<file path="config.mk">
export PLATFORM = sky130hd
export DESIGN_NAME = sclk_gen
export DESIGN_NICKNAME = d
export VERILOG_FILES = /design/src/rtl/sclk_pkg.sv /design/src/rtl/sclk_regs.sv /design/src/rtl/sclk_prescale.sv /design/src/rtl/sclk_phase.sv /design/src/rtl/sclk_gen.sv
export SDC_FILE = /design/constraint.sdc
export NUM_CORES = 1
export LEC_CHECK = 0
export BUFFER_PORTS_ARGS = -buffer_cell sky130_fd_sc_hd__buf_2
export CORE_MARGIN = 3
export CORE_UTILIZATION = 62
export CTS_CLUSTER_DIAMETER = 60
export CTS_CLUSTER_SIZE = 30
export DETAILED_ROUTE_END_ITERATION = 7
export PLACE_DENSITY = 0.8
export SYNTH_ARGS = -nofsm -noshare
export SYNTH_HDL_FRONTEND = slang
export SYNTH_SLANG_ARGS = --single-unit
</file>
<file path="constraint.sdc">
create_clock -name clk -period 5.7 [get_ports clk]
set_input_delay 1.14 -clock clk [delete_from_list [all_inputs] [get_ports clk]]
set_output_delay 1.14 -clock clk [all_outputs]
set_load 0.005 [all_outputs]
</file>
<file path="src/rtl/sclk_pkg.sv">
package sclk_pkg;

   // Register select codes seen on the write port
   typedef enum logic [1:0] {
      SEL_PRESCALE = 2'd0,
      SEL_LOW      = 2'd1,
      SEL_HIGH     = 2'd2,
      SEL_CTRL     = 2'd3
   } sclk_sel_e;

   // Number of divider registers that are shadowed
   localparam int unsigned NUM_DIV  = 3;
   localparam int unsigned IDX_PSC  = 0;
   localparam int unsigned IDX_LOW  = 1;
   localparam int unsigned IDX_HIGH = 2;

   // Control register bit that lets the divider run
   localparam int unsigned CTRL_RUN_BIT = 0;

   // Phase stretch per prescaler setting
   localparam int unsigned OFS_W = 3;
   localparam logic [OFS_W-1:0] OFS_UNDIVIDED = 3'd7;
   localparam logic [OFS_W-1:0] OFS_HALVED    = 3'd6;
   localparam logic [OFS_W-1:0] OFS_SLOWER    = 3'd5;

   function automatic logic [OFS_W-1:0] phase_offset(input logic psc_is_zero,
                                                     input logic psc_is_one);
      logic [OFS_W-1:0] r;
      if (psc_is_zero)
         r = OFS_UNDIVIDED;
      else if (psc_is_one)
         r = OFS_HALVED;
      else
         r = OFS_SLOWER;
      return r;
   endfunction

endpackage

</file>
<file path="src/rtl/sclk_regs.sv">
module sclk_regs
   import sclk_pkg::*;
#(
   parameter int unsigned DW = 16
) (
   input  logic          clk,
   input  logic          rst_n,
   input  logic          wr_en,
   input  logic [1:0]    wr_addr,
   input  logic [DW-1:0] wr_data,
   input  logic          load,
   output logic          run,
   output logic [DW-1:0] psc_sh,
   output logic [DW-1:0] lo_sh,
   output logic [DW-1:0] hi_sh
);

   localparam int unsigned SEL_SPAN = 1 << $bits(wr_addr);

   generate
      if (NUM_DIV + 1 > SEL_SPAN) begin : g_bad_map
         $error("sclk_regs: register select too narrow for the register set");
      end
   endgenerate

   sclk_sel_e             sel;
   logic                  run_q;
   logic [NUM_DIV-1:0][DW-1:0] prog_w;
   logic [NUM_DIV-1:0][DW-1:0] work_w;

   assign sel = sclk_sel_e'(wr_addr);

   // Control register: run enable
   always_ff @(posedge clk or negedge rst_n) begin
      if (!rst_n)
         run_q <= 1'b0;
      else if (wr_en && sel == SEL_CTRL)
         run_q <= wr_data[CTRL_RUN_BIT];
   end

   // One programmed register and one working copy per divider field.
   // Working copies follow the programmed value while stopped and are
   // refreshed only at a phase boundary while running.
   generate
      for (genvar i = 0; i < NUM_DIV; i++) begin : g_div
         logic [DW-1:0] prog_q;
         logic [DW-1:0] work_q;
         logic          hit;

         assign hit = wr_en && (wr_addr == 2'(i));

         always_ff @(posedge clk or negedge rst_n) begin
            if (!rst_n)
               prog_q <= '0;
            else if (hit)
               prog_q <= wr_data;
         end

         always_ff @(posedge clk or negedge rst_n) begin
            if (!rst_n)
               work_q <= '0;
            else if (!run_q || load)
               work_q <= prog_q;
         end

         assign prog_w[i] = prog_q;
         assign work_w[i] = work_q;
      end
   endgenerate

   assign run    = run_q;
   assign psc_sh = work_w[IDX_PSC];
   assign lo_sh  = work_w[IDX_LOW];
   assign hi_sh  = work_w[IDX_HIGH];

endmodule

</file>
<file path="src/rtl/sclk_prescale.sv">
module sclk_prescale #(
   parameter int unsigned DW = 16
) (
   input  logic          clk,
   input  logic          rst_n,
   input  logic          run,
   input  logic [DW-1:0] div,
   output logic          tick
);

   logic [DW-1:0] pc_q;

   // Tick on the last count of each module period
   assign tick = run && (pc_q >= div);

   always_ff @(posedge clk or negedge rst_n) begin
      if (!rst_n)
         pc_q <= '0;
      else if (!run || tick)
         pc_q <= '0;
      else
         pc_q <= pc_q + DW'(1);
   end

endmodule

</file>
<file path="src/rtl/sclk_phase.sv">
module sclk_phase
   import sclk_pkg::*;
#(
   parameter int unsigned DW = 16
) (
   input  logic          clk,
   input  logic          rst_n,
   input  logic          run,
   input  logic          tick,
   input  logic [DW-1:0] psc_sh,
   input  logic [DW-1:0] lo_sh,
   input  logic [DW-1:0] hi_sh,
   output logic          scl,
   output logic          rise_stb,
   output logic          fall_stb,
   output logic          boundary
);

   // One extra bit holds count plus offset without wrap
   localparam int unsigned CW = DW + 1;

   logic [CW-1:0]    cnt_q;
   logic [CW-1:0]    cnt_inc;
   logic [CW-1:0]    target;
   logic [DW-1:0]    cur_count;
   logic [OFS_W-1:0] ofs;

   always_comb begin
      ofs       = phase_offset(psc_sh == '0, psc_sh == DW'(1));
      cur_count = scl ? hi_sh : lo_sh;
      target    = {1'b0, cur_count} + CW'(ofs);
      cnt_inc   = cnt_q + CW'(1);
      boundary  = tick && (cnt_inc >= target);
   end

   always_ff @(posedge clk or negedge rst_n) begin
      if (!rst_n) begin
         cnt_q    <= '0;
         scl      <= 1'b1;
         rise_stb <= 1'b0;
         fall_stb <= 1'b0;
      end else if (!run) begin
         cnt_q    <= '0;
         scl      <= 1'b1;
         rise_stb <= 1'b0;
         fall_stb <= 1'b0;
      end else begin
         rise_stb <= 1'b0;
         fall_stb <= 1'b0;
         if (boundary) begin
            cnt_q    <= '0;
            scl      <= ~scl;
            rise_stb <= ~scl;
            fall_stb <= scl;
         end else if (tick) begin
            cnt_q <= cnt_inc;
         end
      end
   end

endmodule

</file>
<file path="src/rtl/sclk_gen.sv">
module sclk_gen
   import sclk_pkg::*;
#(
   parameter int unsigned DW = 16
) (
   input  logic          clk,
   input  logic          rst_n,
   input  logic          wr_en,
   input  logic [1:0]    wr_addr,
   input  logic [DW-1:0] wr_data,
   output logic          scl_o,
   output logic          scl_rise_o,
   output logic          scl_fall_o
);

   generate
      if (DW < 4 || DW > 30) begin : g_bad_width
         $error("sclk_gen: DW must lie between 4 and 30");
      end
   endgenerate

   logic          run;
   logic          tick;
   logic          boundary;
   logic [DW-1:0] psc_sh;
   logic [DW-1:0] lo_sh;
   logic [DW-1:0] hi_sh;

   sclk_regs #(.DW(DW)) u_regs (
      .clk     (clk),
      .rst_n   (rst_n),
      .wr_en   (wr_en),
      .wr_addr (wr_addr),
      .wr_data (wr_data),
      .load    (boundary),
      .run     (run),
      .psc_sh  (psc_sh),
      .lo_sh   (lo_sh),
      .hi_sh   (hi_sh)
   );

   sclk_prescale #(.DW(DW)) u_pre (
      .clk   (clk),
      .rst_n (rst_n),
      .run   (run),
      .div   (psc_sh),
      .tick  (tick)
   );

   sclk_phase #(.DW(DW)) u_phase (
      .clk      (clk),
      .rst_n    (rst_n),
      .run      (run),
      .tick     (tick),
      .psc_sh   (psc_sh),
      .lo_sh    (lo_sh),
      .hi_sh    (hi_sh),
      .scl      (scl_o),
      .rise_stb (scl_rise_o),
      .fall_stb (scl_fall_o),
      .boundary (boundary)
   );

endmodule

</file>
==> metrics.yaml <==
outcome:
  outcome: "finished, final reports clean"
yosys:
  synth_edf_count: 0
  ys_warn_count: 0
  synth_cells: 596
  synth_top_cell_by_area: "dfrtp_1"
  synth-seq-cells: 133
  synthTopCellsByArea: "dfrtp_1, mux2_2, ha_1, mux2_4, xor2_1"
  syn_nets: 655
  synthArstFlopShare_pct: 100
  synthFlopType: "dfrtp_1"
  post_synth.cell_area_avg_um2: 11.7
  yosysSeqAreaShare_pct: 47.8
  yosysUniqueCellTypes: 52
  syn_area_um2: 6960
  synth.top_cell.area_share_pct: 47.5
setup_path:
  path_cells: "nor4_1 > and4_1 > fa_1 > inv_1 > a211oi_1 > nand4_1 > nor2b_1 > nand2_1 > xnor2_1 > ha_1 > nand4_1 > or2_2 > o211a_2 > o21ai_4 > buf_4 > mux2_1"
  cp.required_ps: 6100
  cp-end-kind: "flip-flop"
  cp_slowest_stage_delay_ps: 600
  worstSetupEndpoint: "u_regs.psc_sh[7]$_DFFE_PN0P_"
  crit_path_frequent_cell: "nand4_1"
  r2r_start: "u_regs.psc_sh[9]$_DFFE_PN0P_"
  r2r_setup_slack_ps: 450
  worstPathArrival_ps: 5660
  cp_top_family: "simple AND/OR/NAND/NOR gates"
  r2r_end: "u_regs.psc_sh[7]$_DFFE_PN0P_"
  path_depth: 16
  crit_path_max_fanout: 48
  startpoint: "u_regs.psc_sh[9]$_DFFE_PN0P_"
  cpMaxStageDelayCell: "buf_4"
  path_buf_inv: 2
  critical_path_class: "reg -> reg"
  start_kind: "flip-flop"
  r2r_cells: 16
sta:
  fmax_mhz: 190
  final-max-slew-violation-count: 0
  hold_viol: 0
  max_slew_margin_pct: 28.8
  tns_ps: 0
  setup_viol: 0
  min_period_ps: 5250
  tightest_slew_ps: 1070
  skew_ps: 7.16
  rsz0062_at_grt: "false"
  post-route-period-util_pct: 92.1
power_and_ir_drop:
  p_leak_uw: 0.00359
  ir_worst_vdd_v: 0.000288
  power_density_nw_per_um2: 389
die:
  dieArea_um2: 12500
  io_pins: 24
  rows: 38
  initial_core_util_pct: 63.9
  die_h_um: 112
  core_area_um2: 10900
  die_w_um: 112
clocking:
  post-cts-setup-buffers: 0
  path_clk_slew_ps: 60
  cts.repair.resized: 0
  cts_buffer_depth: 2
  insertion_delay_ps: 530
  cts_tree: "yes"
  htreeDepth: 4
  clkSinkCount: 133
  hold_buffers: 0
  cts_inserted_buffers: 17
  root_buffer: "clkbuf_8"
cells_and_area:
  instances_no_fill: 772
  final_common_cell: "dfrtp_1"
  final_net_count: 679
  area_growth_pct: 11.6
  utilization_pct: 71.3
  diodes: 0
  drive_gt1_share_pct: 23.7
  final_cell_mix: "dfrtp_1, mux2_2, nand2_1, ha_1, nand3_1"
detailed_routing:
  post_drt_wl_per_cell_um: 18.0
  drc: 0
  drt_iter0_drc: 393
  ant_nets: 0
  totalWireLength_mm: 13.9
  num_vias: 4593
  vias_per_cell: 5.95
  drtPass1Iterations: 4
grt:
  grt_pass1_wl_mm: 23.5
  grt_pass1_vias: 4737
  grt_max_degree: 88
  antenna_found_initial: 0
  gr-usage-all-layers_pct: 24.0
  grt.overflow.total: 0
place:
  gp_congestion: 0.807
  dp_cells: 741
  dp_hpwl_mm: 9.71
  io_buffers: 23
job:
  cap_violations: 0
min_path:
  hold_path.class: "reg -> reg"
logic make-up (layout without fill, tap and decap cells):
family,after synthesis,after routing,share of synthesized area (%)
adder cells (fa/ha/maj),38,38,6.94
AND/OR/NAND/NOR,168,168,12.3
flip-flops,133,133,47.8
multiplexers,112,112,19.0
XOR/XNOR,45,45,5.66
buffers and inverters,45,81,2.89
AO/OA/AOI/OAI,55,55,5.39
state kept, by name (all words and copies together) (netlist names):
| name | count |
|---|---|
| u_phase.scl | 1 |
| u_phase.fall_stb | 1 |
| u_phase.rise_stb | 1 |
| u_phase.cnt_q | 17 |
| u_pre.pc_q | 16 |
| u_regs.lo_sh | 16 |
| u_regs.g_div.prog_q | 48 |
| u_regs.hi_sh | 16 |
| u_regs.psc_sh | 16 |
| u_regs.run | 1 |
stage by stage:
| stage | hold slack (ps) | cell area [um^2] | worst slack (ps) | power [uW] |
|---|---|---|---|---|
| 6_report | 478 | 7770 | 448 | 3020 |
| 5_1_grt | 494 | 7770 | 41.8 | 3180 |
| 4_1_cts | 481 | 7770 | 510 | 3040 |
| 3_5_place_dp | 468 | 7180 | 542 | 1960 |
| 3_3_place_gp | 460 | 7180 | 693 | 1900 |
| 2_1_floorplan | 450 | 6960 | 784 | 1770 |
cells in the mapped netlist, drive strengths merged (2+ instances only):
| cell | instances |
|---|---|
| xor2 | 24 |
| nand2 | 50 |
| o21bai | 2 |
| nor3 | 3 |
| nand3 | 32 |
| a31oi | 8 |
| nand2b | 2 |
| and3 | 4 |
| a211oi | 5 |
| nor2 | 28 |
| nand4b | 5 |
| mux2i | 11 |
| a21oi | 20 |
| buf | 10 |
| ha | 37 |
| nor4 | 7 |
| a21o | 3 |
| or2 | 2 |
| inv | 21 |
| dfrtp | 132 |
| clkbuf | 13 |
| and4 | 4 |
| or4 | 3 |
| xnor2 | 21 |
| mux2 | 101 |
| o21ai | 7 |
| nand3b | 11 |
| nor2b | 4 |
| nand4 | 10 |
worst min-delay path by stage:
stage,from,to,cells after the start
global placement,u_regs.lo_sh[8]$_DFFE_PN0P_,u_regs.lo_sh[8]$_DFFE_PN0P_,1
finish,u_regs.lo_sh[8]$_DFFE_PN0P_,u_regs.lo_sh[8]$_DFFE_PN0P_,1
detailed placement,u_regs.lo_sh[8]$_DFFE_PN0P_,u_regs.lo_sh[8]$_DFFE_PN0P_,1
global route,u_regs.lo_sh[9]$_DFFE_PN0P_,u_regs.lo_sh[9]$_DFFE_PN0P_,1
floorplan,u_regs.lo_sh[8]$_DFFE_PN0P_,u_regs.lo_sh[8]$_DFFE_PN0P_,1
CTS,u_regs.lo_sh[8]$_DFFE_PN0P_,u_regs.lo_sh[8]$_DFFE_PN0P_,1
power by group:
part | leakage, uW | switching (uW) | total, uW | internal, uW
clock network | 0.000284 | 395 | 1070 | 678
registers | 0.00165 | 157 | 1300 | 1140
logic | 0.00166 | 308 | 648 | 340
total | 0.00359 | 860 | 3020 | 2160
cell type report:
cell class                      instances  area, um^2
Tap cell                              140         175
Clock inverter                          7        93.8
Timing Repair Buffer                   28         155
Inverter                               22        82.6
Fill cell                             721        3120
Sequential cell                       133        3330
Clock buffer                           24         490
Multi-Input combinational cell        418        3440
layer usage:
metal | GRT usage, % | part of all wire [%] | vias to the layer above
met5 | 0 | 0 | -
met2 | 37.9 | 50 | 101
met3 | 7.12 | 4.0 | 23
met1 | 31.6 | 45 | 2297
li1 | - | - | 2172
met4 | 8.73 | 1.6 | 0
Note: power is estimated with default switching activity, not from simulation.
